==> src/rtl/rrt_pkg.sv <==
package rrt_pkg;
    parameter int RRT_REG_W = 5;

    typedef enum logic [1:0] {
        EW_DEFAULT = 2'd0,
        EW_HALF    = 2'd1,
        EW_8       = 2'd2,
        EW_16      = 2'd3
    } elw_e;

    typedef struct packed {
        logic                 vec;
        logic                 pk;
        elw_e                 width;
        logic [RRT_REG_W-1:0] base;
    } slot_t;

    typedef struct packed {
        logic                 valid;
        logic                 is_fp;
        logic [RRT_REG_W-1:0] key;
        slot_t                slot;
    } entry_t;

    typedef enum logic [1:0] {
        RB_IDLE  = 2'd0,
        RB_CLEAR = 2'd1,
        RB_FILL  = 2'd2
    } rb_state_e;
endpackage

==> src/rtl/rrt_entry_store.sv <==
module rrt_entry_store
    import rrt_pkg::*;
#(
    parameter int NUM_ENTRIES = 16,
    localparam int IDX_W = $clog2(NUM_ENTRIES)
) (
    input  logic                          clk,
    input  logic                          rst_n,
    input  logic                          wr_en,
    input  logic [IDX_W-1:0]              wr_idx,
    input  logic                          wr_is_fp,
    input  logic [RRT_REG_W-1:0]          wr_key,
    input  slot_t                         wr_slot,
    output entry_t [NUM_ENTRIES-1:0]      ents
);
    typedef struct packed {
        entry_t [NUM_ENTRIES-1:0] ent;
    } store_t;

    store_t st_d, st_q;

    always_comb begin
        st_d = st_q;
        if (wr_en) begin
            st_d.ent[wr_idx].valid = 1'b1;
            st_d.ent[wr_idx].is_fp = wr_is_fp;
            st_d.ent[wr_idx].key   = wr_key;
            st_d.ent[wr_idx].slot  = wr_slot;
        end
    end

    always_ff @(posedge clk) begin
        if (!rst_n) st_q <= '0;
        else        st_q <= st_d;
    end

    assign ents = st_q.ent;

    // written entry is marked present on the following cycle
    p_entry_kept_r2: assert property (@(posedge clk) disable iff (!rst_n)
        wr_en |=> ents[$past(wr_idx)].valid);
endmodule

==> src/rtl/rrt_rebuild.sv <==
module rrt_rebuild
    import rrt_pkg::*;
#(
    parameter int NUM_ENTRIES = 16,
    localparam int NUM_SLOTS = 2 ** RRT_REG_W,
    localparam int CNT_W = $clog2(NUM_ENTRIES),
    localparam logic [CNT_W-1:0] LAST = CNT_W'(NUM_ENTRIES - 1)
) (
    input  logic                      clk,
    input  logic                      rst_n,
    input  logic                      start,
    input  entry_t [NUM_ENTRIES-1:0]  ents,
    output slot_t  [NUM_SLOTS-1:0]    int_tbl,
    output slot_t  [NUM_SLOTS-1:0]    fp_tbl,
    output logic                      busy
);
    typedef struct packed {
        rb_state_e                st;
        logic [CNT_W-1:0]         cnt;
        slot_t [NUM_SLOTS-1:0]    itbl;
        slot_t [NUM_SLOTS-1:0]    ftbl;
    } rb_t;

    rb_t rb_d, rb_q;
    entry_t cur;

    always_comb begin
        rb_d = rb_q;
        cur  = ents[rb_q.cnt];
        case (rb_q.st)
            RB_CLEAR: begin
                rb_d.itbl = '0;
                rb_d.ftbl = '0;
                rb_d.cnt  = '0;
                rb_d.st   = RB_FILL;
            end
            RB_FILL: begin
                if (cur.valid) begin
                    if (cur.is_fp) rb_d.ftbl[cur.key] = cur.slot;
                    else           rb_d.itbl[cur.key] = cur.slot;
                end
                if (rb_q.cnt == LAST) rb_d.st = RB_IDLE;
                else                  rb_d.cnt = rb_q.cnt + 1'b1;
            end
            default: ;
        endcase
        if (start) begin
            rb_d.st  = RB_CLEAR;
            rb_d.cnt = '0;
        end
    end

    always_ff @(posedge clk) begin
        if (!rst_n) rb_q <= '0;
        else        rb_q <= rb_d;
    end

    assign int_tbl = rb_q.itbl;
    assign fp_tbl  = rb_q.ftbl;
    assign busy    = (rb_q.st != RB_IDLE);

    // a write always opens a rebuild window
    p_start_busy_r10: assert property (@(posedge clk) disable iff (!rst_n)
        start |=> busy);
    // a rebuild restarted mid-way begins again with a clear
    p_restart_clear_r11: assert property (@(posedge clk) disable iff (!rst_n)
        start |=> (rb_q.st == RB_CLEAR));
    // idle without a write stays idle
    p_idle_holds_r10: assert property (@(posedge clk) disable iff (!rst_n)
        (!busy && !start) |=> !busy);
endmodule

==> src/rtl/rrt_lookup.sv <==
module rrt_lookup
    import rrt_pkg::*;
#(
    parameter int NUM_OPS = 3,
    localparam int NUM_SLOTS = 2 ** RRT_REG_W
) (
    input  logic                               clk,
    input  logic                               rst_n,
    input  logic                               busy,
    input  slot_t [NUM_SLOTS-1:0]              int_tbl,
    input  slot_t [NUM_SLOTS-1:0]              fp_tbl,
    input  logic                               req_valid,
    input  logic                               req_is_fp,
    input  logic [NUM_OPS-1:0][RRT_REG_W-1:0]  req_regs,
    input  logic [NUM_OPS-1:0]                 req_used,
    output logic                               out_valid,
    output logic [NUM_OPS-1:0][RRT_REG_W-1:0]  out_regs,
    output logic [NUM_OPS-1:0]                 out_vec,
    output logic [NUM_OPS-1:0][1:0]            out_width,
    output logic [NUM_OPS-1:0]                 out_pk,
    output logic                               out_scalar
);
    typedef struct packed {
        logic                              valid;
        logic [NUM_OPS-1:0][RRT_REG_W-1:0] regs;
        logic [NUM_OPS-1:0]                vec;
        logic [NUM_OPS-1:0][1:0]           width;
        logic [NUM_OPS-1:0]                pk;
        logic                              scalar;
    } lk_t;

    lk_t lk_d, lk_q;
    slot_t [NUM_OPS-1:0] hit;

    generate
        for (genvar g = 0; g < NUM_OPS; g++) begin : g_sel
            assign hit[g] = req_is_fp ? fp_tbl[req_regs[g]] : int_tbl[req_regs[g]];
        end
    endgenerate

    always_comb begin
        lk_d       = lk_q;
        lk_d.valid = req_valid && !busy;
        if (req_valid && !busy) begin
            lk_d.scalar = 1'b1;
            for (int i = 0; i < NUM_OPS; i++) begin
                lk_d.regs[i]  = hit[i].vec ? hit[i].base : req_regs[i];
                lk_d.vec[i]   = hit[i].vec;
                lk_d.width[i] = hit[i].width;
                lk_d.pk[i]    = hit[i].pk;
                if (hit[i].vec && req_used[i]) lk_d.scalar = 1'b0;
            end
        end
    end

    always_ff @(posedge clk) begin
        if (!rst_n) lk_q <= '{default: '0, scalar: 1'b1};
        else        lk_q <= lk_d;
    end

    assign out_valid  = lk_q.valid;
    assign out_regs   = lk_q.regs;
    assign out_vec    = lk_q.vec;
    assign out_width  = lk_q.width;
    assign out_pk     = lk_q.pk;
    assign out_scalar = lk_q.scalar;

    // response only follows an accepted request
    p_resp_follows_req_r8: assert property (@(posedge clk) disable iff (!rst_n)
        out_valid |-> ($past(req_valid) && !$past(busy)));
    // no response while the tables are rebuilt
    p_stall_busy_r10: assert property (@(posedge clk) disable iff (!rst_n)
        busy |=> !out_valid);
    // all-scalar never claimed with a used vector operand
    p_scalar_ok_r9: assert property (@(posedge clk) disable iff (!rst_n)
        (out_valid && out_scalar) |-> ((out_vec & $past(req_used)) == '0));

    generate
        for (genvar g = 0; g < NUM_OPS; g++) begin : g_chk
            // non-vector operands pass their field through
            p_pass_r4: assert property (@(posedge clk) disable iff (!rst_n)
                (out_valid && !out_vec[g]) |-> (out_regs[g] == $past(req_regs[g])));
        end
    endgenerate
endmodule

==> src/rtl/reg_redirect_table.sv <==
module reg_redirect_table
    import rrt_pkg::*;
#(
    parameter int NUM_ENTRIES = 16,
    parameter int NUM_OPS     = 3,
    localparam int REG_W      = RRT_REG_W,
    localparam int IDX_W      = $clog2(NUM_ENTRIES),
    localparam int NUM_SLOTS  = 2 ** REG_W
) (
    input  logic                     clk,
    input  logic                     rst_n,
    input  logic                     cfg_we,
    input  logic [IDX_W-1:0]         cfg_idx,
    input  logic                     cfg_is_fp,
    input  logic [REG_W-1:0]         cfg_key,
    input  logic [REG_W-1:0]         cfg_base,
    input  logic [1:0]               cfg_width,
    input  logic                     cfg_vec,
    input  logic                     cfg_packed,
    input  logic                     cfg_bank,
    output logic                     busy,
    input  logic                     lk_valid,
    output logic                     lk_ready,
    input  logic                     lk_is_fp,
    input  logic [NUM_OPS*REG_W-1:0] lk_regs,
    input  logic [NUM_OPS-1:0]       lk_used,
    output logic                     rsp_valid,
    output logic [NUM_OPS*REG_W-1:0] rsp_regs,
    output logic [NUM_OPS-1:0]       rsp_vec,
    output logic [NUM_OPS*2-1:0]     rsp_width,
    output logic [NUM_OPS-1:0]       rsp_packed,
    output logic                     rsp_scalar
);
    entry_t [NUM_ENTRIES-1:0] ents;
    slot_t  [NUM_SLOTS-1:0]   int_tbl;
    slot_t  [NUM_SLOTS-1:0]   fp_tbl;
    slot_t                    wr_slot;
    logic                     unused_bank;

    logic [NUM_OPS-1:0][REG_W-1:0] req_regs;
    logic [NUM_OPS-1:0][REG_W-1:0] out_regs;
    logic [NUM_OPS-1:0][1:0]       out_width;

    // reserved bank value carries no meaning here
    assign unused_bank = cfg_bank;

    assign wr_slot.vec   = cfg_vec;
    assign wr_slot.pk    = cfg_packed;
    assign wr_slot.width = elw_e'(cfg_width);
    assign wr_slot.base  = cfg_base;

    assign req_regs  = lk_regs;
    assign rsp_regs  = out_regs;
    assign rsp_width = out_width;
    assign lk_ready  = !busy;

    rrt_entry_store #(.NUM_ENTRIES(NUM_ENTRIES)) store_i (
        .clk(clk), .rst_n(rst_n),
        .wr_en(cfg_we), .wr_idx(cfg_idx), .wr_is_fp(cfg_is_fp),
        .wr_key(cfg_key), .wr_slot(wr_slot), .ents(ents)
    );

    rrt_rebuild #(.NUM_ENTRIES(NUM_ENTRIES)) rebuild_i (
        .clk(clk), .rst_n(rst_n), .start(cfg_we), .ents(ents),
        .int_tbl(int_tbl), .fp_tbl(fp_tbl), .busy(busy)
    );

    rrt_lookup #(.NUM_OPS(NUM_OPS)) lookup_i (
        .clk(clk), .rst_n(rst_n), .busy(busy),
        .int_tbl(int_tbl), .fp_tbl(fp_tbl),
        .req_valid(lk_valid), .req_is_fp(lk_is_fp),
        .req_regs(req_regs), .req_used(lk_used),
        .out_valid(rsp_valid), .out_regs(out_regs), .out_vec(rsp_vec),
        .out_width(out_width), .out_pk(rsp_packed), .out_scalar(rsp_scalar)
    );
endmodule

==> config.mk <==
export PLATFORM = sky130hd
export DESIGN_NAME = reg_redirect_table
export DESIGN_NICKNAME = d
export VERILOG_FILES = /design/src/rtl/rrt_pkg.sv /design/src/rtl/rrt_entry_store.sv /design/src/rtl/rrt_rebuild.sv /design/src/rtl/rrt_lookup.sv /design/src/rtl/reg_redirect_table.sv
export SDC_FILE = /design/constraint.sdc
export NUM_CORES = 2
export LEC_CHECK = 0
export BUFFER_PORTS_ARGS = -buffer_cell sky130_fd_sc_hd__buf_2
export CAP_MARGIN = 10
export CORE_MARGIN = 2
export CORE_UTILIZATION = 40
export DETAILED_ROUTE_END_ITERATION = 8
export SLEW_MARGIN = 40
export SYNTH_ARGS = -nofsm -noshare
export SYNTH_HDL_FRONTEND = slang
export SYNTH_SLANG_ARGS = --single-unit
==> constraint.sdc <==
create_clock -name clk -period 4.6 [get_ports clk]
set_clock_uncertainty 0.15 [all_clocks]
set_input_delay 1.38 -clock clk [delete_from_list [all_inputs] [get_ports clk]]
set_output_delay 1.38 -clock clk [all_outputs]
set_load 0.03 [all_outputs]
==> results.sh <==
export IMPL_drt_pre_antenna_iters=6
export IMPL_synth_area_top_cells="dfxtp_1 39%, mux4_2 27%, o2bb2ai_1 11%"
export IMPL_leakagePower_nw=16.5
export IMPL_ys_top_cells_by_count="867 x dfxtp_1, 577 x o2bb2ai_1, 569 x nand2_1"
export IMPL_antenna_found_initial=6
export IMPL_cts_setup_buffers=0
export IMPL_die_height_um=338
export IMPL_setup_viol=0
export IMPL_relSlewSlack=0.453
export IMPL_fin_setup_tns_ns=0
export IMPL_yosys_area_top_type="dfxtp_1"
export IMPL_cts_tree="done"
export IMPL_routabilityCongestion=0.999
export IMPL_drive_gt1_frac=0.280
export IMPL_start_kind="flop"
export IMPL_area_growth_pct=14.0
export IMPL_fp_row_count=122
export IMPL_tightest_slew_ns=0.821
export IMPL_cts_resized_gates=0
export IMPL_avgSynthCellArea_um2=11.5
export IMPL_grt_pass1_wl_mm=243
export IMPL_end_kind="flop"
export IMPL_io_buffers=72
export IMPL_power_share_clock=0.480
export IMPL_holdBufCountCts=0
export IMPL_required_ns=5.00
export IMPL_seq_area_frac_synth=0.389
export IMPL_synth_edf_count=0
export IMPL_die_area_um2=114000
export IMPL_coreArea_um2=111000
export IMPL_ant_nets=0
export IMPL_die_w_um=338
export IMPL_syn_nets=3911
export IMPL_wirelength_mm=169
export IMPL_io_pins=74
export IMPL_synth_ff_type="dfxtp_1"
export IMPL_numCtsBuffers=93
export IMPL_grt_start_max_net_pins=254
export IMPL_fin_crit_ns=4.00
export IMPL_cp_max_fo=24
export IMPL_path_class="reg2reg"
export IMPL_drtIter0Drc=4354
export IMPL_r2r_cells=7
export IMPL_ff2ff_setup_slack_ns=0.60
export IMPL_synth_top_area_share=0.389
export IMPL_cp_buffers_inverters=1
export IMPL_dp_cells=5233
export IMPL_r2r_end="rebuild_i.fp_tbl[11]$_SDFFE_PN0P_"
export IMPL_grt_pass1_vias=34434
export IMPL_routedWlPerCell_um=31.2
export IMPL_hold_viol_final=0
export IMPL_cts_path_max_buffers=3
export IMPL_cp_startpoint="rebuild_i.rb_q[576]$_SDFFE_PP0P_"
export IMPL_h_tree_depth=3
export IMPL_worstPathArrival_ns=4.41
export IMPL_power_density_nw_per_um2=344
export IMPL_finalMaxSlewViolations=0
export IMPL_pwr_share_seq=0.432
export IMPL_rr_startpoint="rebuild_i.rb_q[576]$_SDFFE_PP0P_"
export IMPL_drv_cap=0
export IMPL_slowest_delay_ns=0.77
export IMPL_crit_cells=7
export IMPL_clk_pin_slew_ns=0.06
export IMPL_clk_latency_ns=0.69
export IMPL_dp_hpwl_mm=114
export IMPL_grt_overflow_total=0
export IMPL_switchingPower_mw=4.46
export IMPL_yosysMostFrequentCell="dfxtp_1"
export IMPL_final_cells=5410
export IMPL_hold_class="reg2reg"
export IMPL_peakVddDrop_uv=275
export IMPL_power_internal_mw=13.1
export IMPL_cts_sinks=867
export IMPL_ys_warn_count=0
export IMPL_synthesis_area_um2=44600
export IMPL_grt_use_total=0.292
export IMPL_yosysUniqueCellTypes=61
export IMPL_outcome="finished, final reports clean"
export IMPL_async_reset_ff_frac=0
export IMPL_crit_chain="buf_4 -> mux4_2 -> a22oi_1 -> nand2_1 -> or3_1 -> a21bo_1 -> o2bb2ai_1"
export IMPL_cp_top_family="compound AO/OA/AOI/OAI gates"
export IMPL_initial_core_util=0.403
export IMPL_fmax_mhz=250
export IMPL_drc=0
export IMPL_syn_instance_count=3864
export IMPL_swShare=0.254
export IMPL_clockRootBuffer="clkbuf_16"
export IMPL_critPathCapture="rebuild_i.fp_tbl[11]$_SDFFE_PN0P_"
export IMPL_rsz0062_at_grt="no"
export IMPL_synth_seq_cells=867
export IMPL_combPwrFrac=0.087
export IMPL_fin_crit_sh=0.871
export IMPL_fin_nets=3888
export IMPL_slowest_stage="or3_1"
export IMPL_vias=36064
export IMPL_routed_via_density=6.67
## worst register-to-register path, stage by stage (launching register included)
cell       delay [ns]
dfxtp_4          0.67
buf_4            0.35
mux4_2           0.54
a22oi_1          0.43
nand2_1          0.26
or3_1            0.77
a21bo_1          0.52
o2bb2ai_1        0.22
## power by group through the flow
stage / Clock [mW] / Combinational, mW / Sequential, mW
floorplan: 0 / 0.828 / 7.75
global placement: 0 / 1.47 / 7.74
detailed placement: 0 / 1.47 / 7.74
CTS: 8.48 / 1.47 / 7.57
global route: 8.75 / 1.55 / 7.57
finish: 8.41 / 1.53 / 7.57
## sequential cells by signal, summed over array words and instances (netlist names)
register / cells
rebuild_i.int_tbl: 288
store_i.ents: 256
lookup_i.out_width: 6
lookup_i.out_vec: 3
rebuild_i.rb_q: 6
lookup_i.out_scalar: 1
lookup_i.out_pk: 3
lookup_i.out_regs: 15
lookup_i.out_valid: 1
rebuild_i.fp_tbl: 288
## layer usage
metal,vias up,routed length [um],global-route usage
met5,-,56,0
met4,8,9740,0.155
met2,2241,74400,0.441
li1,15121,-,-
met1,18204,64600,0.379
met3,490,20000,0.0853
## kinds of logic (layout without fill, tap and decap cells)
group | count (synthesis) | count (layout) | share of synthesized area
flops | 867 | 867 | 0.389
other cells | 0 | 1 | 0
simple gates | 773 | 773 | 0.0735
buf+inv | 462 | 519 | 0.0411
mux | 598 | 598 | 0.283
fa+ha+maj | 4 | 4 | 0.00112
compound gates | 1160 | 1160 | 0.212
## per-stage QoR
stage / cell area, um^2 / hold slack (ns) / setup WS, ns / utilization / total power [mW]
final: 50900 / 0.301 / 0.595 / 0.460 / 17.5
after global routing: 50900 / 0.329 / 0.487 / 0.460 / 17.9
after CTS: 50800 / 0.305 / 0.647 / 0.459 / 17.5
after detailed placement: 47400 / 0.291 / 0.185 / 0.429 / 9.21
after global placement: 47400 / 0.287 / 0.187 / 0.429 / 9.21
after floorplan: 44600 / 0.285 / 0.333 / - / 8.58
## cell type report
cell class                 instances  area (um^2)
timing repair buffer             334         2690
fill                           10026        59800
inverter                          10         37.5
clock buffer                     122         2620
tap                             1488         1860
clock inverter                    53          781
antenna                            1         2.50
multi-input combinational       2535        25500
sequential                       867        17400
## cell usage in the layout (no fill, tap or decap), types with 9 or more instances in the layout
| cell | synthesis | final |
|---|---|---|
| buf_2 | 56 | 65 |
| a21bo_2 | 26 | 26 |
| or3_1 | 21 | 21 |
| a21oi_1 | 37 | 37 |
| a22o_1 | 23 | 23 |
| nor2_1 | 42 | 42 |
| buf_4 | 6 | 238 |
| a221oi_1 | 26 | 26 |
| clkinv_2 | 0 | 17 |
| a21boi_0 | 249 | 249 |
| nand2b_1 | 16 | 15 |
| clkbuf_8 | 0 | 16 |
| a22oi_1 | 87 | 87 |
| o21ai_0 | 16 | 16 |
| clkbuf_16 | 0 | 94 |
| a21bo_1 | 24 | 24 |
| o2bb2ai_1 | 577 | 577 |
| nand3_1 | 38 | 36 |
| o21a_1 | 16 | 16 |
| mux2_2 | 15 | 15 |
| bufinv_16 | 0 | 18 |
| dfxtp_1 | 867 | 864 |
| mux4_2 | 529 | 529 |
| o31ai_1 | 9 | 9 |
| o22ai_1 | 21 | 21 |
| nor2b_1 | 23 | 22 |
| nand2_1 | 569 | 566 |
| buf_12 | 0 | 23 |
| and2_1 | 11 | 10 |
| mux2i_1 | 54 | 54 |
| inv_1 | 9 | 9 |
| clkbuf_1 | 322 | 12 |
## worst min-delay path by stage
stage | startpoint | endpoint | cells after the start | slack, ns
floorplan | store_i.ents[111]$_SDFFE_PN0P_ | store_i.ents[111]$_SDFFE_PN0P_ | 1 | 0.29
global placement | lookup_i.out_pk[0]$_SDFFE_PN0P_ | lookup_i.out_pk[0]$_SDFFE_PN0P_ | 2 | 0.29
detailed placement | lookup_i.out_width[3]$_SDFFE_PN0P_ | lookup_i.out_width[3]$_SDFFE_PN0P_ | 2 | 0.29
CTS | lookup_i.out_width[3]$_SDFFE_PN0P_ | lookup_i.out_width[3]$_SDFFE_PN0P_ | 2 | 0.31
global route | store_i.ents[159]$_SDFFE_PN0P_ | store_i.ents[159]$_SDFFE_PN0P_ | 1 | 0.33
finish | lookup_i.out_width[3]$_SDFFE_PN0P_ | lookup_i.out_width[3]$_SDFFE_PN0P_ | 2 | 0.30
Power figures use the tool's default switching activity.
